--- config.mk ---
export PLATFORM = sky130hd
export DESIGN_NAME = peak_window_readout
export DESIGN_NICKNAME = d
export VERILOG_FILES = /design/src/rtl/pwr_pkg.sv /design/src/rtl/pwr_ring_scan.sv /design/src/rtl/pwr_rec_packer.sv /design/src/rtl/pwr_byte_fifo.sv /design/src/rtl/pwr_uart_tx.sv /design/src/rtl/peak_window_readout.sv
export SDC_FILE = /design/constraint.sdc
export NUM_CORES = 1
export LEC_CHECK = 0
export BUFFER_PORTS_ARGS = -buffer_cell sky130_fd_sc_hd__buf_2
export CAP_MARGIN = 20
export CORE_MARGIN = 1.5
export CORE_UTILIZATION = 54
export DETAILED_ROUTE_END_ITERATION = 8
export PLACE_DENSITY_LB_ADDON = 0.3
export SYNTH_ARGS = -nofsm -noshare
export SYNTH_HDL_FRONTEND = slang
export SYNTH_SLANG_ARGS = --single-unit
--- constraint.sdc ---
create_clock -name clk -period 13.5 [get_ports clk]
set_clock_uncertainty 0.15 [all_clocks]
set_input_delay 2.7 -clock clk [delete_from_list [all_inputs] [get_ports clk]]
set_output_delay 2.7 -clock clk [all_outputs]
set_load 0.01 [all_outputs]
--- src/rtl/pwr_pkg.sv ---
package pwr_pkg;
  typedef logic [7:0] byte_t;
  localparam int TICKS_PER_BIT = 16;
  localparam int TICK_W        = $clog2(TICKS_PER_BIT);
  localparam int SHIFT_BITS    = 9;   // 8 data bits plus stop bit
endpackage

--- src/rtl/pwr_ring_scan.sv ---
module pwr_ring_scan #(
  parameter int DEPTH = 16,
  parameter int TS_W  = 24,
  parameter int AMP_W = 16
) (
  input  logic             clk,
  input  logic             rst_n,
  input  logic             rec_valid,
  output logic             rec_ready,
  input  logic [TS_W-1:0]  rec_ts,
  input  logic [AMP_W-1:0] rec_amp,
  input  logic             start,
  input  logic [TS_W-1:0]  now_time,
  input  logic [TS_W-1:0]  win_len,
  output logic             active,
  output logic             out_valid,
  input  logic             out_ready,
  output logic [TS_W-1:0]  out_ts,
  output logic [AMP_W-1:0] out_amp
);
  localparam int PTR_W = (DEPTH > 1) ? $clog2(DEPTH) : 1;
  localparam int CNT_W = $clog2(DEPTH + 1);

  logic [TS_W-1:0]  ts_mem  [DEPTH];
  logic [AMP_W-1:0] amp_mem [DEPTH];
  logic [PTR_W-1:0] wr_ptr, rd_ptr;
  logic [CNT_W-1:0] pend;
  logic [TS_W-1:0]  t0;
  logic [TS_W:0]    t_end;

  function automatic logic [PTR_W-1:0] nxt(input logic [PTR_W-1:0] p);
    return (p == PTR_W'(DEPTH - 1)) ? '0 : p + 1'b1;
  endfunction

  logic full, wr_fire, overwrite, have, in_win, pop, close_now;

  always_comb begin
    full      = (pend == CNT_W'(DEPTH));
    rec_ready = !active || !full;
    wr_fire   = rec_valid && rec_ready;
    overwrite = wr_fire && full;
    out_ts    = ts_mem[rd_ptr];
    out_amp   = amp_mem[rd_ptr];
    in_win    = (out_ts >= t0) && ({1'b0, out_ts} <= t_end);
    have      = active && (pend != '0);
    out_valid = have && in_win;
    pop       = have && (!in_win || out_ready);
    close_now = active && (pend == '0) && !wr_fire && ({1'b0, now_time} > t_end);
  end

  always_ff @(posedge clk) begin
    if (wr_fire) begin
      ts_mem[wr_ptr]  <= rec_ts;
      amp_mem[wr_ptr] <= rec_amp;
    end
  end

  always_ff @(posedge clk or negedge rst_n) begin
    if (!rst_n) begin
      wr_ptr <= '0;
      rd_ptr <= '0;
      pend   <= '0;
      active <= 1'b0;
      t0     <= '0;
      t_end  <= '0;
    end else begin
      if (wr_fire) wr_ptr <= nxt(wr_ptr);
      if (pop || overwrite) rd_ptr <= nxt(rd_ptr);
      unique case ({wr_fire && !overwrite, pop})
        2'b10:   pend <= pend + 1'b1;
        2'b01:   pend <= pend - 1'b1;
        default: ;
      endcase
      if (start && !active) begin
        active <= 1'b1;
        t0     <= now_time;
        t_end  <= {1'b0, now_time} + {1'b0, win_len};
      end else if (close_now) begin
        active <= 1'b0;
      end
    end
  end

  // a readout only ends after time has moved past the window end
  assert_close_late_R3: assert property (@(posedge clk) disable iff (!rst_n)
    $fell(active) |-> ({1'b0, $past(now_time)} > t_end));

  // an idle ring that is full stays full when a record arrives
  assert_keep_full_R1: assert property (@(posedge clk) disable iff (!rst_n)
    (!active && full && rec_valid && !start) |=> (pend == CNT_W'(DEPTH)));

  // a readout never accepts a record into a ring of unexamined entries
  assert_no_overflow_R8: assert property (@(posedge clk) disable iff (!rst_n)
    (active && full && !pop) |=> (pend == CNT_W'(DEPTH)));
endmodule

--- src/rtl/pwr_rec_packer.sv ---
module pwr_rec_packer
  import pwr_pkg::*;
#(
  parameter int TS_W  = 24,
  parameter int AMP_W = 16
) (
  input  logic             clk,
  input  logic             rst_n,
  input  logic             in_valid,
  output logic             in_ready,
  input  logic [TS_W-1:0]  in_ts,
  input  logic [AMP_W-1:0] in_amp,
  output logic             byte_valid,
  input  logic             byte_ready,
  output byte_t            byte_data,
  output logic             holding
);
  localparam int W     = TS_W + AMP_W;
  localparam int NB    = W / 8;
  localparam int IDX_W = (NB > 1) ? $clog2(NB) : 1;

  logic [W-1:0]     sh;
  logic [IDX_W-1:0] left;

  assign in_ready   = !holding;
  assign byte_valid = holding;
  assign byte_data  = sh[W-1 -: 8];

  always_ff @(posedge clk or negedge rst_n) begin
    if (!rst_n) begin
      sh      <= '0;
      left    <= '0;
      holding <= 1'b0;
    end else if (in_valid && !holding) begin
      sh      <= {in_ts, in_amp};
      left    <= IDX_W'(NB - 1);
      holding <= 1'b1;
    end else if (holding && byte_ready) begin
      sh <= sh << 8;
      if (left == '0) holding <= 1'b0;
      else            left    <= left - 1'b1;
    end
  end

  // an offered byte holds still until the FIFO takes it
  assert_byte_hold_R4: assert property (@(posedge clk) disable iff (!rst_n)
    (byte_valid && !byte_ready) |=> (byte_valid && $stable(byte_data)));
endmodule

--- src/rtl/pwr_byte_fifo.sv ---
module pwr_byte_fifo
  import pwr_pkg::*;
#(
  parameter int DEPTH = 16
) (
  input  logic  clk,
  input  logic  rst_n,
  input  logic  in_valid,
  output logic  in_ready,
  input  byte_t in_data,
  output logic  out_valid,
  input  logic  out_ready,
  output byte_t out_data
);
  localparam int AW = (DEPTH > 1) ? $clog2(DEPTH) : 1;
  localparam int CW = $clog2(DEPTH + 1);

  byte_t          mem [DEPTH];
  logic [AW-1:0]  wp, rp;
  logic [CW-1:0]  cnt;
  logic           push, pull;

  function automatic logic [AW-1:0] nxt(input logic [AW-1:0] p);
    return (p == AW'(DEPTH - 1)) ? '0 : p + 1'b1;
  endfunction

  assign in_ready  = (cnt != CW'(DEPTH));
  assign out_valid = (cnt != '0);
  assign out_data  = mem[rp];
  assign push      = in_valid && in_ready;
  assign pull      = out_valid && out_ready;

  always_ff @(posedge clk) begin
    if (push) mem[wp] <= in_data;
  end

  always_ff @(posedge clk or negedge rst_n) begin
    if (!rst_n) begin
      wp  <= '0;
      rp  <= '0;
      cnt <= '0;
    end else begin
      if (push) wp <= nxt(wp);
      if (pull) rp <= nxt(rp);
      unique case ({push, pull})
        2'b10:   cnt <= cnt + 1'b1;
        2'b01:   cnt <= cnt - 1'b1;
        default: ;
      endcase
    end
  end

  // bytes leave in the order they entered; the head holds until taken
  assert_head_hold_R4: assert property (@(posedge clk) disable iff (!rst_n)
    (out_valid && !out_ready) |=> (out_valid && $stable(out_data)));
endmodule

--- src/rtl/pwr_uart_tx.sv ---
module pwr_uart_tx
  import pwr_pkg::*;
#(
  parameter int unsigned CLK_HZ = 50_000_000,
  parameter int unsigned BAUD   = 115_200
) (
  input  logic  clk,
  input  logic  rst_n,
  input  logic  in_valid,
  output logic  in_ready,
  input  byte_t in_data,
  output logic  line,
  output logic  sending
);
  localparam logic [32:0] INC = 33'(TICKS_PER_BIT * BAUD);
  localparam logic [32:0] LIM = 33'(CLK_HZ);

  logic [32:0]     acc, acc_sum;
  logic            tick;
  logic [8:0]      frame;
  logic [3:0]      bits_left;
  logic [TICK_W-1:0] phase;

  assign acc_sum  = acc + INC;
  assign tick     = (acc_sum >= LIM);
  assign in_ready = !sending;

  always_ff @(posedge clk or negedge rst_n) begin
    if (!rst_n) acc <= '0;
    else        acc <= tick ? acc_sum - LIM : acc_sum;
  end

  always_ff @(posedge clk or negedge rst_n) begin
    if (!rst_n) begin
      frame     <= '1;
      bits_left <= '0;
      phase     <= '0;
      sending   <= 1'b0;
      line      <= 1'b1;
    end else if (!sending) begin
      if (in_valid) begin
        frame     <= {1'b1, in_data};
        bits_left <= 4'(SHIFT_BITS);
        phase     <= '0;
        sending   <= 1'b1;
        line      <= 1'b0;
      end
    end else if (tick) begin
      phase <= phase + 1'b1;
      if (phase == TICK_W'(TICKS_PER_BIT - 1)) begin
        if (bits_left == '0) begin
          sending <= 1'b0;
        end else begin
          line      <= frame[0];
          frame     <= {1'b1, frame[8:1]};
          bits_left <= bits_left - 1'b1;
        end
      end
    end
  end

  // the line only changes on a tick while a frame is in flight
  assert_line_hold_R5: assert property (@(posedge clk) disable iff (!rst_n)
    (sending && !tick) |=> $stable(line));

  // the fractional remainder stays below one clock-rate unit
  assert_acc_range_R6: assert property (@(posedge clk) disable iff (!rst_n)
    acc < LIM);
endmodule

--- src/rtl/peak_window_readout.sv ---
module peak_window_readout
  import pwr_pkg::*;
#(
  parameter int          DEPTH      = 16,
  parameter int          TS_W       = 24,
  parameter int          AMP_W      = 16,
  parameter int          FIFO_DEPTH = 16,
  parameter int          DROP_W     = 8,
  parameter int unsigned CLK_HZ     = 50_000_000,
  parameter int unsigned BAUD       = 115_200
) (
  input  logic              clk,
  input  logic              rst_n,
  input  logic              pk_valid,
  output logic              pk_ready,
  input  logic [TS_W-1:0]   pk_time,
  input  logic [AMP_W-1:0]  pk_amp,
  input  logic              trigger,
  input  logic [TS_W-1:0]   now_time,
  input  logic [TS_W-1:0]   win_len,
  output logic              uart_tx,
  output logic              busy,
  output logic [DROP_W-1:0] dropped_trig
);
  logic             scan_active, sel_valid, sel_ready;
  logic [TS_W-1:0]  sel_ts;
  logic [AMP_W-1:0] sel_amp;
  logic             pk_holding, b_valid, b_ready, f_valid, f_ready, tx_sending;
  byte_t            b_data, f_data;
  logic             start;

  assign busy  = scan_active || pk_holding || f_valid || tx_sending;
  assign start = trigger && !busy;

  pwr_ring_scan #(.DEPTH(DEPTH), .TS_W(TS_W), .AMP_W(AMP_W)) u_scan (
    .clk(clk), .rst_n(rst_n),
    .rec_valid(pk_valid), .rec_ready(pk_ready), .rec_ts(pk_time), .rec_amp(pk_amp),
    .start(start), .now_time(now_time), .win_len(win_len), .active(scan_active),
    .out_valid(sel_valid), .out_ready(sel_ready), .out_ts(sel_ts), .out_amp(sel_amp)
  );

  pwr_rec_packer #(.TS_W(TS_W), .AMP_W(AMP_W)) u_pack (
    .clk(clk), .rst_n(rst_n),
    .in_valid(sel_valid), .in_ready(sel_ready), .in_ts(sel_ts), .in_amp(sel_amp),
    .byte_valid(b_valid), .byte_ready(b_ready), .byte_data(b_data), .holding(pk_holding)
  );

  pwr_byte_fifo #(.DEPTH(FIFO_DEPTH)) u_fifo (
    .clk(clk), .rst_n(rst_n),
    .in_valid(b_valid), .in_ready(b_ready), .in_data(b_data),
    .out_valid(f_valid), .out_ready(f_ready), .out_data(f_data)
  );

  pwr_uart_tx #(.CLK_HZ(CLK_HZ), .BAUD(BAUD)) u_tx (
    .clk(clk), .rst_n(rst_n),
    .in_valid(f_valid), .in_ready(f_ready), .in_data(f_data),
    .line(uart_tx), .sending(tx_sending)
  );

  always_ff @(posedge clk or negedge rst_n) begin
    if (!rst_n)                                   dropped_trig <= '0;
    else if (trigger && busy && (dropped_trig != '1)) dropped_trig <= dropped_trig + 1'b1;
  end

  // with no readout pending the serial line rests high
  assert_quiet_line_R7: assert property (@(posedge clk) disable iff (!rst_n)
    !busy |-> uart_tx);

  // a trigger during a readout leaves one more count behind
  assert_drop_count_R7: assert property (@(posedge clk) disable iff (!rst_n)
    (trigger && busy && (dropped_trig != '1)) |=> (dropped_trig == $past(dropped_trig) + 1'b1));

  // busy rises right after an accepted trigger
  assert_busy_rise_R7: assert property (@(posedge clk) disable iff (!rst_n)
    start |=> busy);
endmodule

==> out/metrics.cfg, run 1 <==
[worst_setup_path]
r2r-start = u_scan.rd_ptr[0]
worstPathMaxFanout = 45
crit_type = flop to flop
path_cells = buf_4 -> buf_4 -> mux4_2 -> mux4_2 -> ha_1 -> nand4_1 -> or3_1 -> nor3_1 -> o21a_1 -> a221oi_1 -> a21oi_1 -> o31a_1 -> ha_1 -> inv_1 -> fa_1 -> inv_1 -> a21o_1 -> a21oi_1 -> xnor2_1 -> nor2_1 -> xor2_1
cpLargestDelayFamily = buffers and inverters
reg2regPathDepth = 21
regToRegSetupSlack_ns = 6.38
crit_path_top_delay_cell = buf_4
startpoint_type = flop
cp_num_buf_inv = 4
required_ns = 13.86
crit_arrival_ns = 7.48
cp-end-kind = flop
cpPeakStageDelay_ns = 0.81
crit_start = u_scan.rd_ptr[0]
r2r_end = u_scan.pend[4]

[yosys]
async_reset_ff_share_pct = 18.30
syn-cell-area_um2 = 40010
seq_area_frac_synth_pct = 68.43
syn_inst = 2290
synth_edf_count = 768
synth_warnings = 0
syn-num-nets = 2508
synthFlopType = edfxtp_1
synth-seq-cells = 940
avgSynthCellArea_um2 = 17.47
yosysUniqueCellTypes = 80

[sta]
maxClockFrequency_mhz = 140.5
fin_crit_ns = 7.117
hold_viol = 0
relSlewSlack_pct = 33.49
period_share_pct = 52.72
worst_hold_slack_ns = 0.3336
tightest_slew_ns = 0.9977
rsz0062_at_grt = no
slew_violations = 0
tns_ns = 0
setup_viol = 0

[status]
status = complete, but fails checks
violations = design-rule violations

[clock_network]
clock_sinks = 940
clk_pin_slew_ns = 0.06
ctsRootBufferMaster = clkbuf_16
htreeDepth = 3
tritoncts = done
clock_latency_ns = 0.67
cts_buffers = 94
cts_buffer_depth = 3
postCtsSetupBuffers = 0
cts_hold_buffers = 0
cts_resized = 0

[drt]
num_vias = 21280
wirelength_um = 89390
wl_per_cell_um = 25.86
vias_per_cell = 6.155
drc = 18
drt_iter0_drc = 1805
dr.pass1.iters = 9
ant_nets = 0

[power]
leakagePower_nw = 15.65
vdd_drop_max_mv = 0.1342
p_per_area_nw_per_um2 = 210.8

[placed_design]
hpwl_um = 51170
portBuffers = 102
gp_congestion = 0.8943
dpl_cell_area_um2 = 41670

[worst_hold_path]
holdPathStages = 1
hp-class = flop to flop
hold_start = u_tx.acc[11]
hold_path_end = u_tx.acc[11]

[grt]
grt_usage_pct = 24.26
overflow = 0
antenna_found_initial = 11
grt_pass1_wl_um = 135900
grt_pass1_vias = 22020
grt_max_degree = 104

[die]
dieWidth_um = 275.2
fp.coreArea_um2 = 73210
core.rowCount = 99
initial_utilization_pct = 54.65
ios = 103
design.die.area_um2 = 75740
die_y_um = 275.2

[finish]
syn_to_final_growth_pct = 12.00
postLayoutCellArea_um2 = 44810
drive_gt1_share_pct = 23.62
nFillCells = 5134
finalNetCount = 2634
regArea_um2 = 27390
multiInputGateArea_um2 = 11980

[job]
drv_cap = 0

[Yosys cell counts, drive strengths merged (4+ instances only)]
cell | count | area, um2
a211o | 5 | 43.79
a211oi | 4 | 35.03
a21o | 38 | 285.3
a21oi | 58 | 301.5
a221oi | 4 | 35.03
a22oi | 33 | 247.7
a31oi | 10 | 62.56
and2 | 11 | 68.82
and3 | 9 | 61.31
and4 | 5 | 43.79
buf | 39 | 188.9
clkbuf | 64 | 240.2
dfrtp | 163 | 4079
dfstp | 9 | 236.5
edfxtp | 768 | 23060
ha | 123 | 1539
inv | 88 | 330.3
mux2 | 26 | 292.8
mux4 | 240 | 5405
nand2 | 148 | 555.5
nand2b | 8 | 50.05
nand3 | 32 | 175.2
nand4 | 17 | 106.4
nor2 | 58 | 217.7
nor2b | 14 | 87.58
nor3 | 21 | 105.1
nor3b | 4 | 30.03
nor4 | 10 | 77.57
o211ai | 8 | 60.06
o21a | 14 | 105.1
o21ai | 110 | 558.0
o22ai | 7 | 43.79
or2 | 4 | 25.02
or3 | 6 | 37.54
xnor2 | 50 | 445.4
xor2 | 34 | 297.8
[placed cells by master (no fill, tap or decap), types with 9 or more instances in the layout]
cell	instances
bufinv_16	10
a21oi_1	56
mux4_2	240
nor2_1	54
a31oi_1	10
nor3_1	16
ha_1	123
mux2_2	26
clkbuf_1	17
nand3_1	28
clkinv_1	22
inv_1	87
clkinv_2	14
nand4_1	17
buf_4	29
edfxtp_1	768
o21a_1	14
dfrtp_1	157
o21ai_0	105
nor2b_1	14
xnor2_1	49
clkbuf_16	95
a21o_1	38
nand2_1	148
xor2_1	34
buf_2	101
a22oi_1	33
dfstp_2	9
[registers in the layout (all words and copies together) (netlist names), 8 cells and up]
| name | cells |
|---|---|
| dropped_trig | 8 |
| u_fifo.mem | 128 |
| u_pack.sh | 40 |
| u_scan.amp_mem | 256 |
| u_scan.t0 | 24 |
| u_scan.t_end | 25 |
| u_scan.ts_mem | 384 |
| u_tx.acc | 26 |
| u_tx.frame | 8 |
[how the worst max path moves through the flow]
stage                            to  slack [ns]  cells after the start
2_1_floorplan  u_scan.amp_mem[3][0]        6.18                      2
3_3_place_gp         u_scan.pend[4]        6.41                     21
3_5_place_dp         u_scan.pend[4]        6.33                     21
4_1_cts              u_scan.pend[4]        6.26                     21
5_1_grt              u_scan.pend[4]        5.77                     21
6_report             u_scan.pend[4]        6.38                     21
[layout make-up]
type,count,share of cell area [%]
sequential,940,61.13
clock inverter,59,1.399
timing repair buffer,133,1.762
antenna,4,0.02234
tap,959,2.678
clock buffer,115,5.540
inverter,89,0.7455
multi-input combinational,1158,26.73
[layer usage]
layer | global-route usage [%] | up-vias | wire length [um]
met5 | 0 | - | 88
met4 | 7.075 | 14 | 2081
met3 | 4.067 | 156 | 5693
met2 | 41.31 | 727 | 45630
met1 | 32.41 | 11070 | 35890
li1 | - | 9314 | -
[cells by family (layout without fill, tap and decap cells)]
group,count (synthesis),count (layout),share of synthesized area (%)
DFF,940,940,68.43
and+or+nand+nor,355,355,4.312
AOI/OAI and AO/OA,324,324,5.185
muxes,269,269,14.32
buffers and inverters,192,396,1.908
adders and majority gates,126,126,3.997
xor gates and xnor gates,84,84,1.858
other,0,4,0
[worst reg2reg max path, cell delays in order, from the launching register on]
cell and delay, ns:
dfrtp_4 0.76, buf_4 0.71, buf_4 0.86, mux4_2 0.64
mux4_2 0.57, ha_1 0.34, nand4_1 0.12, or3_1 0.44
nor3_1 0.27, o21a_1 0.16, a221oi_1 0.07, a21oi_1 0.25
o31a_1 0.26, ha_1 0.26, inv_1 0.10, fa_1 0.40
inv_1 0.08, a21o_1 0.11, a21oi_1 0.08, xnor2_1 0.14
nor2_1 0.07, xor2_1 0.14
[power breakdown]
group / internal [mW] / total, mW / switching [mW]
logic: 1.33 / 2.91 / 1.57
clock network: 1.51 / 2.61 / 1.11
registers: 3.60 / 3.93 / 0.321
[through the flow]
step | setup WS (ns) | utilization [%] | std cells | total power, mW
final | 6.383 | 61.21 | 3457 | 9.444
after global routing | 5.774 | 61.21 | 3455 | 9.917
after CTS | 6.258 | 61.16 | 3452 | 9.513
after detailed placement | 6.333 | 56.91 | 3278 | 6.889
after global placement | 6.409 | 56.88 | 3277 | 6.785
after floorplan | 6.182 | - | 2290 | 5.955
No activity file was read; power rests on OpenSTA's default activity.
==> run 2: changes to the inputs <==
Settings changed: ABC_AREA set to 1.
Clock period 13.5 ns to 7.3 ns, I/O delays scaled along.
==> out/metrics.cfg, run 2 <==
[finish]
layout_common_cells = edfxtp_1, nand2_1, nor2_1, o21ai_0, inv_1
final_common_cell = edfxtp_1
regMostFlops = u_scan.ts_mem
final_util_pct = 60.63  ; -0.58 points
reg_top3 = u_scan.ts_mem: 384 flops, u_scan.amp_mem: 256 flops, u_fifo.mem: 128 flops
final_cells = 4824  ; +40%
drive_gt1_share_pct = 9.498  ; -14 points
postLayoutCellArea_um2 = 45970  ; +2.6%
syn_to_final_growth_pct = 11.24
largest_reg_flops = 384  ; unchanged
finalNetCount = 3982  ; +51%

[clock_network]
cts_buffer_depth = 3  ; unchanged
cts_hold_buffers = 0  ; unchanged
clock_sinks = 940  ; unchanged
ctsRootBufferMaster = clkbuf_16
htreeDepth = 3  ; unchanged
clock_latency_ns = 0.65  ; -0.02 ns
postCtsSetupBuffers = 0  ; unchanged
cts_buffers = 94  ; unchanged
clk_pin_slew_ns = 0.06  ; about the same
cts_resized = 0  ; unchanged
tritoncts = done

[drt]
ant_nets = 0  ; unchanged
dr.pass1.iters = 6  ; -3
drt_iter0_drc = 3270  ; +81%
wl_per_cell_um = 21.54  ; -17%
wirelength_um = 103900  ; +16%
num_vias = 28840  ; +36%
drc = 0  ; -18
vias_per_cell = 5.978  ; -2.9%

[yosys]
async_reset_ff_share_pct = 18.30  ; unchanged
yosysUniqueCellTypes = 53  ; -34%
synth_warnings = 0  ; unchanged
syn-cell-area_um2 = 41330  ; +3.3%
synth_area_leaders = edfxtp_1, dfrtp_1, nand2_1
synth_edf_count = 768  ; unchanged
syn-num-nets = 3922  ; +56%
synthTopCellsByCount = edfxtp_1, nand2_1, nor2_1, o21ai_0, inv_1
synthFlopType = edfxtp_1
syn_inst = 3704  ; +62%
synth_top_cell_by_area = edfxtp_1
avgSynthCellArea_um2 = 11.16  ; -36%
yosysMostFrequentCell = edfxtp_1
synth_top_area_share_pct = 55.80  ; -1.8 points
synth-seq-cells = 940  ; unchanged
seq_area_frac_synth_pct = 66.25  ; -2.2 points

[sta]
setup_slack_ns = 1.597  ; -4.786 ns
slew_violations = 0  ; unchanged
tightest_slew_ns = 1.145  ; +0.1469 ns
rsz0062_at_grt = no
hold_viol = 0  ; unchanged
period_share_pct = 78.13  ; +25 points
setup_viol = 0  ; unchanged
maxClockFrequency_mhz = 175.3  ; +25%
tns_ns = 0  ; unchanged
worst_hold_slack_ns = 0.3321  ; -0.001494 ns
fin_crit_ns = 5.704  ; -1.414 ns
relSlewSlack_pct = 23.52  ; -10 points

[placed_design]
dp.cells = 4645  ; +42%
dpl_worst_slack_ns = 1.721  ; -4.612 ns
dpl_cell_area_um2 = 42870  ; +2.9%
gp_congestion = 0.9391  ; +5.0%
portBuffers = 102  ; unchanged
hpwl_um = 60490  ; +18%

[grt]
grt_max_degree = 133  ; +28%
grt_pass1_vias = 27550  ; +25%
grt_usage_pct = 26.49  ; +2.2 points
grt_pass1_wl_um = 158900  ; +17%
antenna_found_initial = 9  ; -2
overflow = 0  ; unchanged

[worst_setup_path]
crit_type = flop to flop
worstPathMaxFanout = 69  ; +53%
required_ns = 7.73  ; -6.13 ns
startpoint_type = flop
crit_arrival_ns = 6.13  ; -1.35 ns
cp-end-kind = flop

[status]
status = complete, no violations

[power]
leakagePower_nw = 17.19  ; +9.9%
power_mw = 17.93  ; +90%
p_per_area_nw_per_um2 = 390.1  ; +85%
vdd_drop_max_mv = 0.2689  ; +100%

[die]
die_y_um = 279.6  ; +1.6%
ios = 103  ; unchanged
design.die.area_um2 = 78200  ; +3.3%
fp.coreArea_um2 = 75820  ; +3.6%
dieWidth_um = 279.6  ; +1.6%
initial_utilization_pct = 54.50  ; -0.15 points
core.rowCount = 101  ; +2.0%

[worst_hold_path]
hp-class = flop to flop

[job]
drv_cap = 0  ; unchanged

run 2: cell count changes after synthesis, sizes merged, moves of 75 or more:
cell	previous run	this run
a21oi	58	133
mux4	240	0
o21ai	110	434
clkbuf	64	148
nor2	58	475
o22ai	7	100
nand3	32	188
inv	88	205
nand2	148	644
run 2: worst paths after layout:
| kind | to | from | slack [ns] | depth (start not counted) |
|---|---|---|---|---|
| max in group asynchronous | u_scan.t0[5] | rst_n | 5.18 | 2 |
| worst min register to register | u_pack.sh[26] | u_pack.sh[26] | 0.33 | 2 |
| worst max-delay path | u_pack.sh[25] | u_scan.rd_ptr[0] | 1.60 | 17 |
| worst min-delay path | u_pack.sh[26] | u_pack.sh[26] | 0.33 | 2 |
| min in group asynchronous | dropped_trig[2] | rst_n | 0.77 | 1 |
| worst max register to register | u_pack.sh[25] | u_scan.rd_ptr[0] | 1.60 | 17 |
run 2: final cells by class:
class                      count  area, um2
multi-input combinational   2373      12570
clock buffer                 124       2590
inverter                     211      804.5
fill                        5945      29850
sequential                   940      27390
antenna                        3      7.507
clock inverter                51      483.0
tap                          978       1224
timing repair buffer         144      912.1
run 2: power by group:
group / switching [mW] / total [mW] / internal (mW)
registers: 0.518 / 7.20 / 6.68
logic: 4.15 / 5.96 / 1.82
clock network: 2.07 / 4.77 / 2.70
total: 6.73 / 17.9 / 11.2
run 2: cells by family after synthesis:
kind of cell             synth area share (%)
AO/OA/AOI/OAI                           11.36
XOR/XNOR                               0.8901
adder cells (fa/ha/maj)                 3.869
buffers and inverters                   3.672
flip-flops                              66.25
multiplexers                          0.02725
AND/OR/NAND/NOR                         13.93
run 2: critical path, stage by stage, from the launching register on:
cell and delay [ns]:
dfrtp_4 0.88, buf_4 0.67, o21ai_0 0.24, o221ai_1 0.27, nand3_1 0.11, nand3_1 0.23, ha_1 0.30, a21oi_1 0.13
o21ai_0 0.10, nand2_1 0.06, o311ai_0 0.21, nand2_1 0.13, nand3_1 0.07, nand2_1 0.11, nand3_1 0.43, inv_1 0.96
nand2_1 0.30, nand3_1 0.18
run 2: routing by layer:
metal  GRT usage (%)  routed length [um]
met5               0                  77
met4           9.688                3576
met3           4.529                8271
met2           43.00               49630
met1           36.10               42380
